$ cat src/rtl/sram_ctrl_pkg.sv
package sram_ctrl_pkg;

  typedef enum logic [2:0] {
    ST_IDLE,
    ST_RD_WAIT,
    ST_RD_RET,
    ST_WR_RELEASE,
    ST_WR_DRIVE,
    ST_WR_TAIL
  } ctrl_state_e;

  // ceiling of ns / clk_ns, never below one cycle
  function automatic int ns_to_cyc(input int ns, input int clk_ns);
    int c;
    c = (ns + clk_ns - 1) / clk_ns;
    return (c < 1) ? 1 : c;
  endfunction

endpackage

$ cat src/rtl/sram_phase_cnt.sv
module sram_phase_cnt #(
  parameter int W = 4
) (
  input  logic         clk,
  input  logic         rst,
  input  logic         load,
  input  logic [W-1:0] load_val,
  output logic         expired
);
  logic [W-1:0] cnt_q;

  always_ff @(posedge clk) begin
    if (rst)                 cnt_q <= '0;
    else if (load)           cnt_q <= load_val;
    else if (cnt_q != '0)    cnt_q <= cnt_q - 1'b1;
  end

  assign expired = (cnt_q == '0);

  // a running phase counts down by one each cycle
  p_count_down_r7: assert property (@(posedge clk) disable iff (rst)
    (!load && cnt_q != '0) |=> (cnt_q == $past(cnt_q) - 1'b1))
    else $error("phase counter skipped");
endmodule

$ cat src/rtl/sram_rd_capture.sv
module sram_rd_capture #(
  parameter int DATA_W = 8
) (
  input  logic              clk,
  input  logic              rst,
  input  logic              cap_en,
  input  logic [DATA_W-1:0] dq_in,
  output logic              rsp_valid,
  output logic [DATA_W-1:0] rsp_data
);
  always_ff @(posedge clk) begin
    if (rst) begin
      rsp_valid <= 1'b0;
      rsp_data  <= '0;
    end else begin
      rsp_valid <= cap_en;
      if (cap_en) rsp_data <= dq_in;
    end
  end

  p_rsp_single_r2: assert property (@(posedge clk) disable iff (rst)
    rsp_valid |=> !rsp_valid)
    else $error("response longer than one cycle");
endmodule

$ cat src/rtl/sram_ctrl.sv
module sram_ctrl #(
  parameter int ADDR_W = 15,
  parameter int DATA_W = 8,
  parameter int CLK_NS = 10,
  parameter int AA_NS  = 12,
  parameter int PWE_NS = 8,
  parameter int SD_NS  = 8,
  parameter int HZ_NS  = 7,
  parameter int WC_NS  = 12
) (
  input  logic              clk,
  input  logic              rst,
  input  logic              req_valid,
  output logic              req_ready,
  input  logic              req_we,
  input  logic [ADDR_W-1:0] req_addr,
  input  logic [DATA_W-1:0] req_wdata,
  output logic              rsp_valid,
  output logic [DATA_W-1:0] rsp_data,
  output logic [ADDR_W-1:0] mem_addr,
  output logic              mem_sel_n,
  output logic              mem_wr_n,
  output logic              mem_rd_n,
  output logic [DATA_W-1:0] mem_dq_out,
  output logic              mem_dq_en,
  input  logic [DATA_W-1:0] mem_dq_in
);
  import sram_ctrl_pkg::*;

  localparam int T_AA  = ns_to_cyc(AA_NS,  CLK_NS);
  localparam int T_PWE = ns_to_cyc(PWE_NS, CLK_NS);
  localparam int T_SD  = ns_to_cyc(SD_NS,  CLK_NS);
  localparam int T_HZ  = ns_to_cyc(HZ_NS,  CLK_NS);
  localparam int T_WC  = ns_to_cyc(WC_NS,  CLK_NS);
  localparam int P_A   = (T_PWE - T_HZ > 1) ? (T_PWE - T_HZ) : 1;
  localparam int T_PUL = (T_SD > P_A) ? T_SD : P_A;
  localparam int T_HLD = (T_WC - T_HZ - T_PUL > 1) ? (T_WC - T_HZ - T_PUL) : 1;
  localparam int CNT_W = $clog2(T_AA + T_HZ + T_PUL + T_HLD + 1);

  ctrl_state_e state_q;
  logic [DATA_W-1:0] wdata_q;
  logic              expired;
  logic              cnt_load;
  logic [CNT_W-1:0]  cnt_val;
  logic              cap_en;

  // phase lengths loaded on each state entry
  always_comb begin
    cnt_load = 1'b0;
    cnt_val  = '0;
    unique case (state_q)
      ST_IDLE: if (req_valid) begin
        cnt_load = 1'b1;
        cnt_val  = req_we ? CNT_W'(T_HZ - 1) : CNT_W'(T_AA - 1);
      end
      ST_WR_RELEASE: if (expired) begin
        cnt_load = 1'b1;
        cnt_val  = CNT_W'(T_PUL - 1);
      end
      ST_WR_DRIVE: if (expired) begin
        cnt_load = 1'b1;
        cnt_val  = CNT_W'(T_HLD - 1);
      end
      default: ;
    endcase
  end

  assign cap_en    = (state_q == ST_RD_WAIT) && expired;
  assign req_ready = (state_q == ST_IDLE);

  always_ff @(posedge clk) begin
    if (rst) begin
      state_q    <= ST_IDLE;
      mem_addr   <= '0;
      wdata_q    <= '0;
      mem_sel_n  <= 1'b1;
      mem_wr_n   <= 1'b1;
      mem_rd_n   <= 1'b1;
      mem_dq_out <= '0;
      mem_dq_en  <= 1'b0;
    end else begin
      unique case (state_q)
        ST_IDLE: if (req_valid) begin
          mem_addr  <= req_addr;
          wdata_q   <= req_wdata;
          mem_sel_n <= 1'b0;
          if (req_we) begin
            mem_wr_n <= 1'b0;
            state_q  <= ST_WR_RELEASE;
          end else begin
            mem_rd_n <= 1'b0;
            state_q  <= ST_RD_WAIT;
          end
        end
        ST_RD_WAIT: if (expired) begin
          mem_sel_n <= 1'b1;
          mem_rd_n  <= 1'b1;
          state_q   <= ST_RD_RET;
        end
        ST_RD_RET: state_q <= ST_IDLE;
        ST_WR_RELEASE: if (expired) begin
          mem_dq_out <= wdata_q;
          mem_dq_en  <= 1'b1;
          state_q    <= ST_WR_DRIVE;
        end
        ST_WR_DRIVE: if (expired) begin
          mem_wr_n  <= 1'b1;
          mem_sel_n <= 1'b1;
          state_q   <= ST_WR_TAIL;
        end
        ST_WR_TAIL: begin
          mem_dq_en <= 1'b0;
          if (expired) state_q <= ST_IDLE;
        end
        default: state_q <= ST_IDLE;
      endcase
    end
  end

  sram_phase_cnt #(.W(CNT_W)) u_phase (
    .clk(clk), .rst(rst), .load(cnt_load), .load_val(cnt_val), .expired(expired)
  );

  sram_rd_capture #(.DATA_W(DATA_W)) u_cap (
    .clk(clk), .rst(rst), .cap_en(cap_en), .dq_in(mem_dq_in),
    .rsp_valid(rsp_valid), .rsp_data(rsp_data)
  );

  p_no_drive_on_read_r4: assert property (@(posedge clk) disable iff (rst)
    mem_dq_en |-> mem_rd_n)
    else $error("driver on while RAM output enabled");

  p_drive_after_release_r4: assert property (@(posedge clk) disable iff (rst)
    $rose(mem_dq_en) |-> (!mem_wr_n && !$past(mem_wr_n)))
    else $error("driver on before bus release");

  p_wr_needs_sel_r6: assert property (@(posedge clk) disable iff (rst)
    !mem_wr_n |-> !mem_sel_n)
    else $error("write strobe without select");

  p_hold_after_rise_r6: assert property (@(posedge clk) disable iff (rst)
    $rose(mem_wr_n) |-> (mem_dq_en && $stable(mem_dq_out)))
    else $error("data not held after write end");

  p_read_strobes_r2: assert property (@(posedge clk) disable iff (rst)
    (req_valid && req_ready && !req_we) |=> (!mem_sel_n && !mem_rd_n && mem_wr_n))
    else $error("read strobes wrong");

  p_write_strobes_r3: assert property (@(posedge clk) disable iff (rst)
    (req_valid && req_ready && req_we) |=> (!mem_sel_n && !mem_wr_n && mem_rd_n))
    else $error("write strobes wrong");

  p_busy_r7: assert property (@(posedge clk) disable iff (rst)
    (req_valid && req_ready) |=> !req_ready)
    else $error("ready high right after accept");

  p_no_wr_rsp_r10: assert property (@(posedge clk) disable iff (rst)
    (!mem_wr_n) |=> !rsp_valid)
    else $error("response during write");
endmodule

$ cat config.mk
export PLATFORM = sky130hd
export DESIGN_NAME = sram_ctrl
export DESIGN_NICKNAME = d
export VERILOG_FILES = /design/src/rtl/sram_ctrl_pkg.sv /design/src/rtl/sram_phase_cnt.sv /design/src/rtl/sram_rd_capture.sv /design/src/rtl/sram_ctrl.sv
export SDC_FILE = /design/constraint.sdc
export NUM_CORES = 1
export LEC_CHECK = 0
export BUFFER_PORTS_ARGS = -buffer_cell sky130_fd_sc_hd__buf_2
export CAP_MARGIN = 40
export CORE_ASPECT_RATIO = 0.6
export CORE_MARGIN = 10
export CORE_UTILIZATION = 52
export DETAILED_ROUTE_END_ITERATION = 6
export GPL_TIMING_DRIVEN = 0
export PLACE_DENSITY = 0.84
export SYNTH_ARGS = -nofsm -noshare
export SYNTH_HDL_FRONTEND = slang
export SYNTH_SLANG_ARGS = --single-unit
$ cat constraint.sdc
create_clock -name clk -period 4.6 [get_ports clk]
set_input_delay 0.92 -clock clk [delete_from_list [all_inputs] [get_ports clk]]
set_output_delay 0.92 -clock clk [all_outputs]
set_load 0.03 [all_outputs]
* After elaboration in Yosys (flattened, before gate mapping)
Cells that the tools add are included.
W data, S select, Z words.
** Cells by class
- Add/subtract/negate cells :: 1
- Equal/unequal tests :: 12
- Mux-type cells :: 25
- Reduce and logical (&&, ||, !) cells :: 18
** Operators by type and width (number)
- $mux W3 :: 7
- $pmux W3 S5 :: 1
- $ne A2 B2 Y1 const B :: 6
- $mux W1 :: 11
- $pmux W1 S2 :: 5
- $reduce_bool A2 Y1 :: 5
- $reduce_and A4 Y1 :: 2
- $eq A3 B3 Y1 const B :: 2
- $logic_not A3 Y1 :: 2
- $reduce_and A2 Y1 :: 3
- $reduce_and A5 Y1 :: 1
- $ne A2 B1 Y1 const B :: 2
- $reduce_or A2 Y1 :: 2
- $eq A3 B1 Y1 const B :: 1
- $eq A3 B2 Y1 const B :: 1
- $reduce_and A3 Y1 :: 1
- $reduce_bool A3 Y1 :: 1
- $sub A3 B1 Y3 const B :: 1
- $mux W2 :: 1
- $logic_and A1 B1 Y1 :: 1
** Word-level totals
- Register bits :: 50
- Logic and storage cells :: 67

* Longest topological paths before layout
Gate-level depths: netlist of the first run.
- Depth after elaboration :: 4
- Mapped depth :: 7

* By module
Synthesis of the first run repeated with hierarchy kept, for this count alone.
** Unflattened totals
- Cell total of the unflattened synthesis :: 231
- Area, all modules :: 1989.4 µm²
** Modules (own cells, without submodules)
- sram_ctrl :: instances 1, cells an instance 181, area an instance 1470.2 µm²
- sram_rd_capture :: instances 1, cells an instance 28, area an instance 312.8 µm²
- sram_phase_cnt :: instances 1, cells an instance 22, area an instance 206.4 µm²

* Least setup slack after synthesis of the first run
Ideal clock, no wire load.
- Path kind :: in2reg
- Start point :: in req_valid
- End point :: reg mem_addr[14]
- Setup time :: 0.132 ns
- Arrival time :: 1.804 ns
- Data required time :: 4.468 ns
- Slack :: 2.663 ns
- Stages :: 5
- Buffers on the path :: 2
- Path through :: or4b_1 > buf_2 > clkbuf_1 > nand2_1 > a21oi_1
** Between the ends
- Longest elaborated chain between the ends :: 1
** Ends and longest elaborated chain
- start: declaration :: RTL line sram_ctrl.sv:13 : input logic req_valid,
- $reduce_and A2 Y1 (no source line)
- end signal: assignment :: RTL line sram_ctrl.sv:84 : mem_addr <= req_addr;
- end: declaration :: RTL line sram_ctrl.sv:20 : output logic [ADDR_W-1:0] mem_addr,
Every way passes these cells.
A chain may end at the register's enable or synchronous reset.

* Final worst setup path of the first run
- Start point :: reg state_q[0]
- End point :: out req_ready
** Between the ends
- Longest elaborated chain between the ends :: 1
** Ends and longest elaborated chain
- start: declaration :: RTL line sram_ctrl.sv:40 : ctrl_state_e state_q;
- start signal: assignment :: RTL line sram_ctrl.sv:73 : state_q <= ST_IDLE;
- start signal: assignment :: RTL line sram_ctrl.sv:89 : state_q <= ST_WR_RELEASE;
- start signal: assignment :: RTL line sram_ctrl.sv:92 : state_q <= ST_RD_WAIT;
- $logic_not A3 Y1 :: RTL line sram_ctrl.sv:69 : assign req_ready = (state_q == ST_IDLE);
- end: declaration :: RTL line sram_ctrl.sv:14 : output logic req_ready,
Every way passes these cells.

==> flow_summary.yaml, run 1 <==
timing:
  fmax_mhz: 482
  setup_viol: 0
  tightest_slew_ps: 499
  layout_worst_path_cycle_share_pct: 45.1
  setup_ws_ps: 2520
  fin_skew_ps: 5.45
  drv_slew: 0
  tns_ps: 0
  min_period_ps: 2080
  final-hold-violation-count: 0
  max-slew-margin-rel_pct: 66.8
  rsz0062_at_grt: "no"
setup_path:
  endpoint: "req_ready"
  reg2reg_from: "u_phase.cnt_q[0]"
  end_kind: "output pin"
  reg2reg_to: "mem_dq_out[3]"
  rr_worst_depth: 7
  rrSetupSlack_ps: 2730
  cp-start-kind: "flip-flop"
  arrival_ps: 1160
  crit_type: "reg -> out"
  crit_fanout: 10
  cp.required_ps: 3680
  crit_start: "state_q[0]"
logic_synthesis:
  post-synth-top-count-cell: "dfxtp_1"
  ys_warn_count: 0
  synth.top_cells.by_count: "dfxtp_1, nand2_1, a21oi_1"
  synth_edf_count: 0
  synth_flop_cell: "dfxtp_1"
  synthCells: 217
  yosys.area.top_type: "dfxtp_1"
  ys_types: 35
  netlist.area_leader.share_pct: 52.0
  syn_avg_cell_area_um2: 8.87
  syn-num-nets: 254
  synth_area_leaders: "dfxtp_1, mux2i_1, nand2_1"
  synth-seq-area-share_pct: 52.0
  synth_area_um2: 1920
  synth_seq_cells: 50
  synth-async-reset-ratio_pct: 0
placed_design:
  place_ws_ps: 2360
  gp_congestion: 0.789
  dp_cells: 334
  dp_hpwl_um: 3620
  port-buffer-count: 70
clock_network:
  cts_hold_buf: 0
  cts_resized: 0
  insertion_delay_ps: 300
  postCtsSetupBuffers: 0
  cts_inserted_buffers: 5
  cts.path.max_buffers: 2
  cts_tree: "yes"
  root_buffer: "clkbuf_8"
  clock_sinks: 50
  clkSlewWorstSetupHoldPaths_ps: 90
  htreeDepth: 2
detailed_routing:
  vias_per_cell: 5.04
  route.detailed.drc: 0
  postRouteAntennaNets: 0
  first_iter_violations: 65
  wl_per_cell_um: 14.0
  wirelength_um: 4790
  vias: 1722
  first_pass_iters: 4
global_routing:
  grt_pass1_wl_um: 8010
  overflow: 0
  grt_pass1_vias: 1748
  grt_util_all_layers_pct: 14.7
  grt_start_max_net_pins: 16
  antenna_found_initial: 0
worst_hold_path:
  hp-class: "reg -> reg"
job:
  drv_cap: 0
cells_and_area:
  n_antenna_cell: 0
  fin_nets: 331
  finalNonFillerCells: 342
  fillerInstances: 320
  drive_above_1_share_pct: 29.8
  syn2layout_area_growth_pct: 25.7
floorplan:
  fp.dieH_um: 67.1
  core_area_um2: 3620
  die_area_um2: 6610
  num_io_pins: 72
  die_x_um: 98.5
  initial_core_util_pct: 53.2
  rows: 17
power:
  power_density_nw_per_um2: 588
  worst_ir_drop_vdd_mv: 0.391
  leakagePower_uw: 0.00114
outcome:
  status: "complete, no violations"
==> cells in the final DEF, fill, tap and decap left out, types with 2 or more instances in the layout <==
cell      netlist  final
buf_2           6     76
dfxtp_1        50     50
nand2_1        47     47
a21oi_1        27     27
nor2_1         21     21
mux2i_1        19     19
clkbuf_1        8      9
clkbuf_8        0      5
nor3_1          4      4
inv_1           2      2
buf_6           2      2
and2_1          2      2
nand2b_1        2      2
o21ai_0         2      2
nor3b_1         2      2
o21ai_1         2      2
ha_1            2      2
==> metal layers <==
layer  wire [um]  GRT usage, %
met5           0             0
met4          82          5.69
met3         543          7.43
met2        2100          23.4
met1        2070          16.8
==> per-stage QoR <==
step | util, % | total power, uW | cell area (um2) | hold WS, ps
floorplan | - | 1030 | 1920 | 436
global placement | 64.5 | 1170 | 2330 | 439
detailed placement | 64.5 | 1190 | 2330 | 446
CTS | 66.9 | 1430 | 2420 | 457
global route | 66.9 | 1520 | 2420 | 479
finish | 66.9 | 1420 | 2420 | 455
==> where the power goes <==
part           switching [uW]  leakage, uW  internal, uW
registers                48.0     0.000408           520
logic                     385     0.000691           221
clock network             142    0.0000452           107
total                     574      0.00114           848
==> worst max-delay path: stages, from the launching register on <==
cell,delay [ps]
dfxtp_1,320
buf_6,140
nor3_2,170
buf_2,220
==> worst min path at each step <==
stage                            start            to  slack, ps  cells past startpoint
after floorplan             wdata_q[0]    wdata_q[0]        440                      2
final                      mem_addr[7]   mem_addr[7]        450                      2
after global routing       mem_addr[7]   mem_addr[7]        480                      2
after detailed placement   mem_addr[2]   mem_addr[2]        450                      2
after CTS                  mem_addr[7]   mem_addr[7]        460                      2
after global placement    mem_addr[13]  mem_addr[13]        440                      2
==> state kept, by name, summed over array words and instances (netlist names) <==
name             cells
u_cap.rsp_data       8
mem_dq_out           8
mem_dq_en            1
mem_addr            15
mem_sel_n            1
mem_rd_n             1
u_cap.rsp_valid      1
state_q              3
u_phase.cnt_q        3
mem_wr_n             1
wdata_q              8
==> cells by family (layout without fill, tap and decap cells) <==
kind of cell	Yosys count	after routing	synth area share [%]
xor+xnor	1	1	0.455
mux	19	19	9.88
compound gates	38	38	11.0
flops	50	50	52.0
buf+inv	20	98	5.07
fa+ha+maj	2	2	1.30
simple gates	87	87	20.3
==> area by class of cell <==
type | instances | area, um2 | area share (%)
clock buffer | 6 | 72.6 | 3.00
clock inverter | 2 | 13.8 | 0.569
timing repair buffer | 70 | 350 | 14.5
tap | 47 | 58.8 | 2.43
inverter | 3 | 11.3 | 0.465
buffer | 17 | 86.3 | 3.57
sequential | 50 | 1000 | 41.4
multi-input combinational | 147 | 826 | 34.1
Power figures use the tool's default switching activity.
==> run 2: changes to the inputs <==
--- a/config.mk
+++ b/config.mk
@@ -9,10 +9,10 @@
 export CAP_MARGIN = 40
 export CORE_ASPECT_RATIO = 0.6
 export CORE_MARGIN = 10
-export CORE_UTILIZATION = 52
+export CORE_UTILIZATION = 48
 export DETAILED_ROUTE_END_ITERATION = 6
 export GPL_TIMING_DRIVEN = 0
-export PLACE_DENSITY = 0.84
+export PLACE_DENSITY = 0.78
 export SYNTH_ARGS = -nofsm -noshare
 export SYNTH_HDL_FRONTEND = slang
 export SYNTH_SLANG_ARGS = --single-unit
==> constraint.sdc (replaced) <==
create_clock -name clk -period 2.05 [get_ports clk]
set_input_delay 0.41 -clock clk [delete_from_list [all_inputs] [get_ports clk]]
set_output_delay 0.41 -clock clk [all_outputs]
set_load 0.03 [all_outputs]
==> flow_summary.yaml, run 2 (same netlist as run 1, synthesis figures left out) <==
detailed_routing:
  postRouteAntennaNets: 0
  first_pass_iters: 4
  vias_per_cell: 5.05
  first_iter_violations: 50
  route.detailed.drc: 0
  vias: 1728
  wirelength_um: 5040
  wl_per_cell_um: 14.7
timing:
  whs_ps: 321
  setup_viol: 0
  min_period_ps: 1820
  setup_ws_ps: 229
  tightest_slew_ps: 525
  drv_slew: 0
  fmax_mhz: 549
  max-slew-margin-rel_pct: 65.0
  fin_skew_ps: 8.59
  layout_worst_path_cycle_share_pct: 88.8
  rsz0062_at_grt: "no"
  final-hold-violation-count: 0
  tns_ps: 0
power:
  p_total_uw: 3370
  seqPwrFrac_pct: 38.0
  netSwitchingFraction_pct: 39.4
  p_comb_share_pct: 40.6
  p_clk_share_pct: 21.4
  power_density_nw_per_um2: 1370
  p_sw_uw: 1330
  worst_ir_drop_vdd_mv: 0.580
  leakagePower_uw: 0.00116
  intPower_uw: 2040
setup_path:
  cp-start-kind: "flip-flop"
  crit_buf_inv: 2
  critical-path-max-stage-delay_ps: 440
  end_kind: "flip-flop"
  crit_chain: "inv_1 > ha_1 > or2b_1 > or4_4 > buf_6 > mux2i_1 > nor2_1"
  critical_path.slowest_cell: "or4_4"
  critical-path-top-delay-family: "simple AND/OR/NAND/NOR gates"
  crit_fanout: 10
  crit_type: "reg -> reg"
  cp.required_ps: 2240
  arrival_ps: 2010
placed_design:
  place_ws_ps: 223
  dp_hpwl_um: 3770
  port-buffer-count: 70
  gp_congestion: 0.802
clock_network:
  clkSlewWorstSetupHoldPaths_ps: 100
  htreeDepth: 2
  cts_tree: "yes"
  cts_inserted_buffers: 5
  insertion_delay_ps: 310
  cts.path.max_buffers: 2
  root_buffer: "clkbuf_8"
  clock_sinks: 50
  postCtsSetupBuffers: 0
floorplan:
  initial_core_util_pct: 51.1
  die_x_um: 102
  fp.dieH_um: 69.0
  die_area_um2: 7020
  rows: 17
  core_area_um2: 3760
  num_io_pins: 72
cells_and_area:
  largest_reg_flops: 15
  mostFrequentLayoutCell: "buf_2"
  drive_above_1_share_pct: 30.5
  fin_nets: 331
  final_cell_mix: "buf_2, dfxtp_1, nand2_1, a21oi_1, nor2_1"
  n_antenna_cell: 0
  syn2layout_area_growth_pct: 27.5
  fin_util_pct: 65.2
  regMostFlops: "mem_addr"
global_routing:
  grt_pass1_vias: 1722
  antenna_found_initial: 0
  overflow: 0
  grt_util_all_layers_pct: 14.6
  grt_pass1_wl_um: 8420
  grt_start_max_net_pins: 18
outcome:
  status: "complete, no violations"
worst_hold_path:
  hp-class: "in -> reg"
job:
  drv_cap: 0
[run 2: per-stage QoR]
step                cell area [um2]  cells
floorplan                      1920    217
detailed placement             2330    334
global route                   2450    342
CTS                            2450    342
finish                         2450    342
global placement               2330    334
[run 2: layout make-up]
cell class	instances	area, um2
Clock buffer	5	68.8
Timing Repair Buffer	70	350
Inverter	3	11.3
Tap cell	47	58.8
Clock inverter	3	48.8
Buffer	17	86.3
Multi-Input combinational cell	147	828
Fill cell	339	1310
Sequential cell	50	1000
[run 2: routing by layer]
layer / part of all wire (%) / vias to the layer above / track usage (%)
met4: 1.1 / 0 / 4.23
li1: - / 877 / -
met2: 44 / 51 / 21.7
met5: 0 / - / 0
met3: 11 / 7 / 7.34
met1: 44 / 793 / 17.8
[run 2: worst reg2reg max path, stage by stage, from the launching register on]
cell	delay, ps
dfxtp_1	340
inv_1	80
ha_1	180
or2b_1	280
or4_4	440
buf_6	170
mux2i_1	160
nor2_1	60
[run 2: final timing paths]
path | start | to | slack, ps | cells after the start
max | u_phase.cnt_q[0] | u_cap.rsp_data[1] | 230 | 7
min | mem_dq_in[0] | u_cap.rsp_data[0] | 320 | 3
max reg2reg | u_phase.cnt_q[0] | u_cap.rsp_data[1] | 230 | 7
min reg2reg | mem_addr[6] | mem_addr[6] | 460 | 2
[run 2: repair_timing]
action / in CTS / in global routing
hold buffers: 0 / 0
endpoints found under the setup margin: 0 / 1
resized for setup: 0 / 1
[run 2: power by group through the flow]
stage / sequential, uW / clock (uW) / combinational (uW)
5_1_grt: 1300 / 775 / 1520
3_3_place_gp: 1290 / 0 / 1340
6_report: 1280 / 720 / 1370
4_1_cts: 1280 / 736 / 1370
3_5_place_dp: 1300 / 0 / 1360
2_1_floorplan: 1520 / 0 / 779
==> run 3: changes to the inputs <==
--- a/config.mk
+++ b/config.mk
@@ -12,6 +12,7 @@
 export CORE_UTILIZATION = 48
 export DETAILED_ROUTE_END_ITERATION = 6
 export GPL_TIMING_DRIVEN = 0
+export MAX_ROUTING_LAYER = met4
 export PLACE_DENSITY = 0.78
 export SYNTH_ARGS = -nofsm -noshare
 export SYNTH_HDL_FRONTEND = slang
==> flow_summary.yaml, run 3 (same netlist as run 1, synthesis figures left out) <==
timing:
  min_period_ps: 1820
  final-hold-violation-count: 0
  tightest_slew_ps: 519
  max-slew-margin-rel_pct: 65.4
  layout_worst_path_cycle_share_pct: 88.8
  fmax_mhz: 549
  fin_skew_ps: 9.25
  rsz0062_at_grt: "no"
  setup_viol: 0
  drv_slew: 0
  tns_ps: 0
setup_path:
  reg2reg_from: "u_phase.cnt_q[0]"
  cp.required_ps: 2240
  cp-start-kind: "flip-flop"
  rr_worst_depth: 7
  crit_fanout: 10
  end_kind: "flip-flop"
  arrival_ps: 2020
  rrSetupSlack_ps: 230
  crit_type: "reg -> reg"
  reg2reg_to: "u_cap.rsp_data[1]"
  endpoint: "u_cap.rsp_data[1]"
  crit_start: "u_phase.cnt_q[0]"
floorplan:
  die_area_um2: 7020
  num_io_pins: 72
  die_x_um: 102
  initial_core_util_pct: 51.1
  core_area_um2: 3760
  fp.dieH_um: 69.0
  rows: 17
worst_hold_path:
  hp-class: "in -> reg"
global_routing:
  grt_pass1_wl_um: 8410
  antenna_found_initial: 0
  overflow: 0
  grt_pass1_vias: 1723
  grt_util_all_layers_pct: 15.0
  grt_start_max_net_pins: 18
placed_design:
  place_area_um2: 2330
  port-buffer-count: 70
  dp_hpwl_um: 3770
  gp_congestion: 0.813
detailed_routing:
  postRouteAntennaNets: 0
  vias_per_cell: 5.06
  first_pass_iters: 4
  vias: 1730
  route.detailed.drc: 0
  wirelength_um: 5050
  first_iter_violations: 60
  wl_per_cell_um: 14.8
power:
  netSwitchingFraction_pct: 39.4
  worst_ir_drop_vdd_mv: 0.584
  p_clk_share_pct: 21.4
  power_density_nw_per_um2: 1370
  seqPwrFrac_pct: 38.0
  p_sw_uw: 1330
  p_comb_share_pct: 40.5
  intPower_uw: 2040
  p_total_uw: 3370
  leakagePower_uw: 0.00116
cells_and_area:
  n_antenna_cell: 0
  final_cell_mix: "buf_2, dfxtp_1, nand2_1, a21oi_1, nor2_1"
  drive_above_1_share_pct: 30.5
  fin_nets: 331
  fillerInstances: 339
  syn2layout_area_growth_pct: 27.5
  final_cell_area_um2: 2450
  mostFrequentLayoutCell: "buf_2"
  largest_reg_flops: 15
  regMostFlops: "mem_addr"
clock_network:
  clock_sinks: 50
  htreeDepth: 2
  postCtsSetupBuffers: 0
  clkSlewWorstSetupHoldPaths_ps: 100
  cts_inserted_buffers: 5
  root_buffer: "clkbuf_8"
  cts.path.max_buffers: 2
  cts_tree: "yes"
  insertion_delay_ps: 310
  cts_hold_buf: 0
job:
  drv_cap: 0
outcome:
  status: "complete, no violations"
-- run 3: cell counts in the layout (fill, tap and decap cells not counted) --
No cell type changed its count.
-- run 3: through the flow --
stage	hold WS [ps]	util [%]	instances	setup slack (ps)
floorplan	436	-	217	321
global placement	441	62.0	334	225
detailed placement	447	62.0	334	223
CTS	315	65.1	342	185
global route	314	65.2	342	103
finish	321	65.2	342	229
-- run 3: layout make-up --
class	instances	area, um2	share of cell area (%)
flip-flops and latches	50	1000	40.8
multi-input cells	147	828	33.8
repair buffers	70	350	14.3
plain buffers	17	86.3	3.52
clock buffers	5	68.8	2.80
well taps	47	58.8	2.40
clock inverters	3	48.8	1.99
inverters	3	11.3	0.459
-- run 3: power by group through the flow --
stage / Sequential, uW / Clock, uW / Combinational [uW]
4_1_cts: 1280 / 736 / 1370
5_1_grt: 1300 / 775 / 1520
3_5_place_dp: 1300 / 0 / 1360
3_3_place_gp: 1290 / 0 / 1340
2_1_floorplan: 1520 / 0 / 779
6_report: 1280 / 722 / 1360
-- run 3: worst max-delay path, cell delays in order, from the launching register on --
cell and delay, ps:
dfxtp_1 340, inv_1 80, ha_1 180, or2b_1 280, or4_4 440, buf_6 170
mux2i_1 150, nor2_1 60
-- run 3: worst min path at each step --
stage | from | slack, ps | endpoint | depth (start not counted)
after floorplan | wdata_q[0] | 440 | wdata_q[0] | 2
after global placement | mem_addr[5] | 440 | mem_addr[5] | 2
after detailed placement | mem_addr[6] | 450 | mem_addr[6] | 2
after CTS | req_we | 310 | u_phase.cnt_q[0] | 2
after global routing | mem_dq_in[4] | 310 | u_cap.rsp_data[4] | 3
final | mem_dq_in[0] | 320 | u_cap.rsp_data[0] | 3
-- run 3: layer usage --
| layer | up-vias | share of wire (%) | track usage, % | wire (um) |
|---|---|---|---|---|
| li1 | 876 | - | - | - |
| met1 | 798 | 45 | 18.2 | 2280 |
| met2 | 49 | 44 | 21.8 | 2240 |
| met3 | 7 | 9.4 | 6.55 | 474 |
| met4 | 0 | 1.1 | 4.23 | 53 |
| met5 | - | 0 | - | 0 |
-- run 3: repair_timing --
action,4_1_cts,5_1_grt
endpoints found under the setup margin,0,1
endpoints found under the hold margin,0,0
resized for setup,0,1
